$ cat config.mk
export PLATFORM = sky130hd
export DESIGN_NAME = adc_rdbk_resp
export DESIGN_NICKNAME = d
export VERILOG_FILES = /design/src/rtl/adc_rdbk_pkg.sv /design/src/rtl/bus_cond.sv /design/src/rtl/i2c_tgt.sv /design/src/rtl/conv_timer.sv /design/src/rtl/rdbk_ctrl.sv /design/src/rtl/adc_rdbk_resp.sv
export SDC_FILE = /design/constraint.sdc
export NUM_CORES = 1
export LEC_CHECK = 0
export BUFFER_PORTS_ARGS = -buffer_cell sky130_fd_sc_hd__clkbuf_2
export CELL_PAD_IN_SITES_DETAIL_PLACEMENT = 2
export CELL_PAD_IN_SITES_GLOBAL_PLACEMENT = 2
export CORE_ASPECT_RATIO = 0.6
export CORE_MARGIN = 2
export CORE_UTILIZATION = 35
export CTS_CLUSTER_DIAMETER = 200
export DETAILED_ROUTE_END_ITERATION = 16
export PLACE_DENSITY_LB_ADDON = 0.08
export SLEW_MARGIN = 10
export SYNTH_ARGS = -nofsm -noshare
export SYNTH_HDL_FRONTEND = slang
export SYNTH_HIERARCHICAL = 1
export SYNTH_SLANG_ARGS = --single-unit
$ cat constraint.sdc
create_clock -name clk_i -period 3.9 [get_ports clk_i]
set_input_delay 0.78 -clock clk_i [delete_from_list [all_inputs] [get_ports clk_i]]
set_output_delay 0.78 -clock clk_i [all_outputs]
set_load 0.02 [all_outputs]
$ cat src/rtl/adc_rdbk_pkg.sv
package adc_rdbk_pkg;
  localparam int unsigned N_CH   = 11;
  localparam int unsigned S_W    = 10;
  localparam int unsigned CH_W   = 4;
  localparam int unsigned WORD_W = 2 + CH_W + S_W;
  localparam logic [6:0]  ADDR_MASK = 7'h78;
  localparam logic [6:0]  ADDR_FORCE = 7'h48;

  typedef enum logic [2:0] {
    T_IDLE, T_ADDR, T_AACK, T_PTR, T_PACK, T_TX, T_TACK, T_SKIP
  } tgt_st_e;

  typedef enum logic [1:0] {
    P_NONE, P_ARMED, P_BUSY, P_READY
  } ptr_st_e;
endpackage

$ cat src/rtl/bus_cond.sv
module bus_cond (
  input  logic clk_i,
  input  logic rst_ni,
  input  logic scl_i,
  input  logic sda_i,
  output logic scl_rise_o,
  output logic scl_fall_o,
  output logic start_o,
  output logic stop_o,
  output logic sda_o
);
  logic [2:0] scl_q, sda_q;

  always_ff @(posedge clk_i or negedge rst_ni) begin
    if (!rst_ni) begin
      scl_q <= 3'b111;
      sda_q <= 3'b111;
    end else begin
      scl_q <= {scl_q[1:0], scl_i};
      sda_q <= {sda_q[1:0], sda_i};
    end
  end

  // bit 1 = current synced level, bit 2 = previous
  assign scl_rise_o = scl_q[1] & ~scl_q[2];
  assign scl_fall_o = ~scl_q[1] & scl_q[2];
  assign start_o    = scl_q[1] & scl_q[2] & sda_q[2] & ~sda_q[1];
  assign stop_o     = scl_q[1] & scl_q[2] & ~sda_q[2] & sda_q[1];
  assign sda_o      = sda_q[1];
endmodule

$ cat src/rtl/i2c_tgt.sv
module i2c_tgt
  import adc_rdbk_pkg::*;
#(
  parameter int unsigned WW = WORD_W
) (
  input  logic          clk_i,
  input  logic          rst_ni,
  input  logic          scl_rise_i,
  input  logic          scl_fall_i,
  input  logic          start_i,
  input  logic          stop_i,
  input  logic          sda_i,
  input  logic [6:0]    own_addr_i,
  input  logic          rd_ok_i,
  input  logic [WW-1:0] tx_word_i,
  output logic          sda_oe_o,
  output logic          ptr_we_o,
  output logic [7:0]    ptr_byte_o,
  output logic          rd_req_o
);
  tgt_st_e    st;
  logic [3:0] cnt;
  logic [7:0] sh, tx_sh;
  logic       ack_q, to_tx, lo_sel, more;

  always_ff @(posedge clk_i or negedge rst_ni) begin
    if (!rst_ni) begin
      st       <= T_IDLE;
      cnt      <= '0;
      sh       <= '0;
      tx_sh    <= '0;
      ack_q    <= 1'b0;
      to_tx    <= 1'b0;
      lo_sel   <= 1'b0;
      more     <= 1'b0;
      ptr_we_o <= 1'b0;
      rd_req_o <= 1'b0;
    end else begin
      ptr_we_o <= 1'b0;
      rd_req_o <= 1'b0;
      if (start_i) begin
        st    <= T_ADDR;
        cnt   <= '0;
        ack_q <= 1'b0;
      end else if (stop_i) begin
        st    <= T_IDLE;
        ack_q <= 1'b0;
      end else begin
        unique case (st)
          T_ADDR, T_PTR: begin
            if (scl_rise_i) begin
              sh  <= {sh[6:0], sda_i};
              cnt <= cnt + 4'd1;
            end
            if (scl_fall_i && cnt == 4'd8) begin
              if (st == T_PTR) begin
                ack_q    <= 1'b1;
                ptr_we_o <= 1'b1;
                st       <= T_PACK;
              end else if (sh[7:1] != own_addr_i) begin
                st <= T_SKIP;
              end else if (!sh[0]) begin
                ack_q <= 1'b1;
                to_tx <= 1'b0;
                st    <= T_AACK;
              end else begin
                rd_req_o <= 1'b1;
                if (rd_ok_i) begin
                  ack_q <= 1'b1;
                  to_tx <= 1'b1;
                  st    <= T_AACK;
                end else begin
                  st <= T_SKIP;
                end
              end
            end
          end
          T_AACK: if (scl_fall_i) begin
            ack_q <= 1'b0;
            cnt   <= '0;
            if (to_tx) begin
              tx_sh  <= tx_word_i[WW-1 -: 8];
              lo_sel <= 1'b0;
              st     <= T_TX;
            end else begin
              st <= T_PTR;
            end
          end
          T_PACK: if (scl_fall_i) begin
            ack_q <= 1'b0;
            st    <= T_SKIP;
          end
          T_TX: begin
            if (scl_rise_i) cnt <= cnt + 4'd1;
            if (scl_fall_i) begin
              if (cnt == 4'd8) st <= T_TACK;
              else tx_sh <= {tx_sh[6:0], 1'b0};
            end
          end
          T_TACK: begin
            if (scl_rise_i) more <= ~sda_i & ~lo_sel;
            if (scl_fall_i) begin
              if (more) begin
                tx_sh  <= tx_word_i[7:0];
                lo_sel <= 1'b1;
                cnt    <= '0;
                st     <= T_TX;
              end else begin
                st <= T_SKIP;
              end
            end
          end
          default: ;
        endcase
      end
    end
  end

  assign ptr_byte_o = sh;
  assign sda_oe_o   = ack_q | ((st == T_TX) & ~tx_sh[7]);
endmodule

$ cat src/rtl/conv_timer.sv
module conv_timer #(
  parameter int unsigned CONV_CYC = 14000,
  localparam int unsigned CW = (CONV_CYC > 1) ? $clog2(CONV_CYC) : 1
) (
  input  logic clk_i,
  input  logic rst_ni,
  input  logic go_i,
  input  logic clr_i,
  output logic busy_o,
  output logic done_o
);
  logic [CW-1:0] cnt;
  logic          last;

  assign last   = (cnt == CW'(CONV_CYC - 1));
  assign done_o = busy_o & last;

  always_ff @(posedge clk_i or negedge rst_ni) begin
    if (!rst_ni) begin
      busy_o <= 1'b0;
      cnt    <= '0;
    end else if (clr_i) begin
      busy_o <= 1'b0;
      cnt    <= '0;
    end else if (go_i) begin
      busy_o <= 1'b1;
      cnt    <= '0;
    end else if (busy_o) begin
      if (last) busy_o <= 1'b0;
      else cnt <= cnt + 1'b1;
    end
  end
endmodule

$ cat src/rtl/rdbk_ctrl.sv
module rdbk_ctrl
  import adc_rdbk_pkg::*;
#(
  parameter int unsigned NC = N_CH,
  parameter int unsigned SW = S_W,
  localparam int unsigned WW = 2 + CH_W + SW
) (
  input  logic             clk_i,
  input  logic             rst_ni,
  input  logic             ptr_we_i,
  input  logic [7:0]       ptr_byte_i,
  input  logic             rd_req_i,
  input  logic             done_i,
  input  logic [NC*SW-1:0] sample_i,
  output logic             go_o,
  output logic             clr_o,
  output logic             rd_ok_o,
  output logic [CH_W-1:0]  ch_o,
  output logic [WW-1:0]    word_o
);
  ptr_st_e pst;
  logic    ptr_ok;

  assign ptr_ok  = (ptr_byte_i[2:0] == 3'b000) && (32'(ptr_byte_i[7:3]) < NC);
  assign go_o    = rd_req_i & (pst == P_ARMED);
  assign clr_o   = ptr_we_i;
  assign rd_ok_o = (pst == P_READY);

  always_ff @(posedge clk_i or negedge rst_ni) begin
    if (!rst_ni) begin
      pst    <= P_NONE;
      ch_o   <= '0;
      word_o <= '0;
    end else if (ptr_we_i) begin
      if (ptr_ok) begin
        pst  <= P_ARMED;
        ch_o <= ptr_byte_i[3 +: CH_W];
      end else begin
        pst <= P_NONE;
      end
    end else if (go_o) begin
      pst <= P_BUSY;
    end else if (done_i && pst == P_BUSY) begin
      pst    <= P_READY;
      word_o <= {1'b0, ch_o, 1'b0, sample_i[32'(ch_o)*SW +: SW]};
    end
  end
endmodule

$ cat src/rtl/adc_rdbk_resp.sv
module adc_rdbk_resp
  import adc_rdbk_pkg::*;
#(
  parameter int unsigned CLK_MHZ = 200,
  parameter int unsigned CONV_US = 70,
  localparam int unsigned CONV_CYC = CLK_MHZ * CONV_US
) (
  input  logic               clk_i,
  input  logic               rst_ni,
  input  logic               scl_i,
  input  logic               sda_i,
  output logic               sda_oe_o,
  input  logic [6:0]         base_addr_i,
  input  logic [N_CH*S_W-1:0] sample_i
);
  logic scl_rise, scl_fall, start_det, stop_det, sda_s;
  logic ptr_we, rd_req, rd_ok, conv_go, conv_clr, conv_busy, conv_done;
  logic [7:0]        ptr_byte;
  logic [CH_W-1:0]   ptr_ch;
  logic [WORD_W-1:0] result;
  logic [6:0]        own_addr;

  assign own_addr = (base_addr_i & ~ADDR_MASK) | ADDR_FORCE;

  bus_cond u_cond (
    .clk_i, .rst_ni, .scl_i, .sda_i,
    .scl_rise_o(scl_rise), .scl_fall_o(scl_fall),
    .start_o(start_det), .stop_o(stop_det), .sda_o(sda_s)
  );

  i2c_tgt #(.WW(WORD_W)) u_tgt (
    .clk_i, .rst_ni,
    .scl_rise_i(scl_rise), .scl_fall_i(scl_fall),
    .start_i(start_det), .stop_i(stop_det), .sda_i(sda_s),
    .own_addr_i(own_addr), .rd_ok_i(rd_ok), .tx_word_i(result),
    .sda_oe_o, .ptr_we_o(ptr_we), .ptr_byte_o(ptr_byte), .rd_req_o(rd_req)
  );

  rdbk_ctrl #(.NC(N_CH), .SW(S_W)) u_ctrl (
    .clk_i, .rst_ni,
    .ptr_we_i(ptr_we), .ptr_byte_i(ptr_byte), .rd_req_i(rd_req),
    .done_i(conv_done), .sample_i,
    .go_o(conv_go), .clr_o(conv_clr), .rd_ok_o(rd_ok),
    .ch_o(ptr_ch), .word_o(result)
  );

  conv_timer #(.CONV_CYC(CONV_CYC)) u_tmr (
    .clk_i, .rst_ni,
    .go_i(conv_go), .clr_i(conv_clr),
    .busy_o(conv_busy), .done_o(conv_done)
  );
endmodule

==> summary.md <==
| Metric | Value |
|---|---|
| Status | complete, no violations |
| Highest-count cells in the layout ignoring fill and taps | clkbuf_2, dfrtp_1, mux2i_1, nand2_1, a21oi_1 |
| DRC errors left | 0 |
| Clk_lat worst skew | between 0.3 and 0.4 ns |
| Post-CTS Setup Bufs | 0 |
| Max Fanout on Critical Path | 29 |
| Vias in the first global route | between 4000 and 5000 |
| Wire length per cell | between 20 and 25 um |
| Crit path launch | u_tgt/st[0] |
| Final slew viol count | 0 |
| Final Util | a little over two fifths |
| Num CTS Buffers | 9 |
| Post-synth top area share | around a third |
| Layout cells sized above 1 | approximately 30% |
| Fin nets | just over 700 |
| Biggest area consumer among synthesized cells | dfrtp_1 |
| Crit Path Category | flop to output port |
| Routed Antenna Nets | 0 |
| Setup Skew | 0.00925 ns |
| Warnings, synthesis | 6 |
| Area contributors post-synth | dfrtp_1, mux2i_1, a21oi_1, mux2_2, a22oi_1 |
| Slew headroom | between 20% and 30% |
| Routed vias | between 4000 and 5000 |
| Mean Syn Cell Area | ~9.6 um^2 |
| Worst Max-Slew Pin Slew | roughly 1.1 ns |
| Cell leakage power | approximately 0.0026 uW |
| CORE AREA | between 0.01 and 0.015 mm^2 |
| DIE AREA | around 0.015 mm^2 |
| Pint | 1810 uW |
| Register bit total from synthesis | 70 |
| Fin crit share | roughly 70% |
| Port-buffer cells | 117 |
| Post-DP Area | ~0.0055 mm^2 |
| Comb power frac | 27.8% |
| Die Wd | ~150 um |
| Max H-tree Level | 3 |
| Place WS | 1.34 ns |
| Sw Ratio | 32.7% |
| Post-cts hold buffer count | 0 |
| Die height | approximately 95 um |
| Clk root buf | clkbuf_16 |
| Drt via density | roughly 5.6 |
| Crit path time final | ~2.7 ns |
| Distinct cells, synth | 80 |
| RePlAce Congestion | between 0.8 and 0.9 |
| Worst vdd ir | between 0.0002 and 0.00025 V |
| Total wire length | about 16000 um |
| Tot GR Track Use | approximately a quarter |
| Post-DP HPWL | approximately 12000 um |
| Most common cell after layout, fill and taps aside | clkbuf_2 |
| Row count | 33 |
| Final setup viols | 0 |
| CTS clk-pin slew, worst paths | about 0.060 ns |
| Setup TNS | 0 ns |
| Sequential Power Share | between 30% and 40% |
| F_max | approximately 0.37 GHz |
| Post-synth top flop | dfrtp_1 |
| Final hold violation count | 0 |
| Fill cell count | 1470 |
| 1st-pass router iterations | 4 |
| Drt first-iter violations | 162 |
| Critical Path Sink Type | output port |
| Synth async-reset ratio | 100% |
| Clock Path Buffers | 2 |
| TritonCTS clock tree | built |
| Ant. Diodes | 0 |
| Power density over cell area | 463 mW/mm^2 |
| Critical Path Start Type | flop |
| First-pass GRT wire length | about 27000 um |
| Post-Synthesis Cells | 496 |
| Clock power frac | between 30% and 40% |
| Critical Path AT | approximately 1.9 ns |
| Total grt overflow | 0 |
| MaxCap Viol Count | 0 |
| RSZ-0062 raised after global routing | no |
| Synth-to-Final Area Change | 21.2% |
| Initial Util | between 30% and 40% |
| Fraction of the yosys area taken by sequential cells | 36.8% |
| CTS sink count | 70 |
| Switching power | just under 900 uW |
| PnR worst setup slack | approximately 1.2 ns |
| Post-cts resize count | 0 |
| Largest net degree at the start of global routing | between 40 and 50 |
| Worst hold path class | flop to flop |
| Req. time, crit path | around 3.1 ns |
| Hold_sp | u_cond/sda_q[0] |
| I/O pins | roughly 120 |
| Syn Std Cell Area | 0.00479 mm^2 |
| Worst r2r src | u_tmr/cnt[6] |
| Power Total | about 2700 uW |
| Initial antenna violation count | 0 |
| Post-synth EDFFs | 0 |
| Final instance area | a little under 0.006 mm^2 |
==> state kept, by name (all words and copies together) (netlist names) <==
signal	cells
u_tgt/ptr_byte_o	8
u_tgt/to_tx	1
u_cond/scl_q	3
u_tgt/more	1
u_cond/sda_q	3
u_tgt/ptr_we_o	1
u_tgt/cnt	4
u_tmr/busy_o	1
u_tgt/st	3
u_ctrl/word_o	14
u_tgt/tx_sh	8
u_tgt/rd_req_o	1
u_tgt/ack_q	1
u_tgt/lo_sel	1
u_tmr/cnt	14
u_ctrl/ch_o	4
u_ctrl/pst	2
==> final cells by class <==
type / instances / area, um^2 / share of cell area, %
clock buffer: 11 / 243 / 4.18
clock inverter: 5 / 106 / 1.83
inverter: 7 / 26.3 / 0.453
multi-input combinational: 386 / 2800 / 48.2
sequential: 70 / 1760 / 30.3
tap: 175 / 219 / 3.77
timing repair buffer: 124 / 651 / 11.2
==> critical path, stage by stage (launching register included) <==
cell and delay [ns]:
dfrtp_1 1.07, nand2_1 0.12, o21bai_1 0.19, clkbuf_2 0.19
==> power groups by stage <==
| stage | Clock [uW] | Combinational [uW] | Sequential [uW] |
|---|---|---|---|
| 6_report | 974 | 746 | 968 |
| 5_1_grt | 1020 | 831 | 987 |
| 4_1_cts | 998 | 750 | 968 |
| 3_5_place_dp | 0 | 737 | 979 |
| 3_3_place_gp | 0 | 711 | 967 |
| 2_1_floorplan | 0 | 582 | 895 |
==> routing by layer <==
layer | up-vias | wire, um | part of all wire (%) | GRT usage (%)
met5 | - | 0 | 0 | 0
met4 | 0 | 124 | 0.76 | 4.40
met2 | 100 | 7140 | 44 | 36.3
met3 | 11 | 725 | 4.4 | 4.96
met1 | 2192 | 8380 | 51 | 34.2
li1 | 2051 | - | - | -
==> path summary, 6_finish.rpt <==
kind	end	slack, ns	cells after the start
max in group asynchronous	u_tgt/st[2]	2.62	2
min in group asynchronous	u_tmr/cnt[10]	0.56	1
hold / removal	u_cond/sda_q[1]	0.36	0
setup / recovery	sda_oe_o	1.20	3
hold reg to reg	u_cond/sda_q[1]	0.36	0
setup reg to reg	u_ctrl/word_o[4]	1.34	8
==> cell families after synthesis <==
group	after synthesis	synth area share, %
AO/OA/AOI/OAI	131	19.3
adder cells (fa/ha/maj)	4	1.05
multiplexers	66	15.0
XOR/XNOR	9	1.65
buffers and inverters	43	5.05
AND/OR/NAND/NOR	170	21.0
other	3	0.235
flip-flops	70	36.8
==> synth_stat cells (6+ instances only) <==
cell type / number
a21o_1: 10
a21oi_1: 36
a22o_1: 7
a22oi_1: 22
and2_1: 6
buf_2: 11
buf_4: 9
clkbuf_1: 9
dfrtp_1: 64
dfstp_2: 6
inv_1: 7
mux2_2: 15
mux2i_1: 47
nand2_1: 37
nand2b_1: 18
nand3_1: 25
nor2_1: 18
nor2b_1: 7
o21ai_0: 15
o2bb2ai_1: 7
or3_1: 10
xnor2_1: 8
==> through the flow <==
step	hold slack, ns	std cells
6_report	0.358	778
5_1_grt	0.366	778
4_1_cts	0.358	778
3_5_place_dp	0.350	762
3_3_place_gp	0.346	762
2_1_floorplan	0.345	499
No activity file was read; power rests on OpenSTA's default activity.
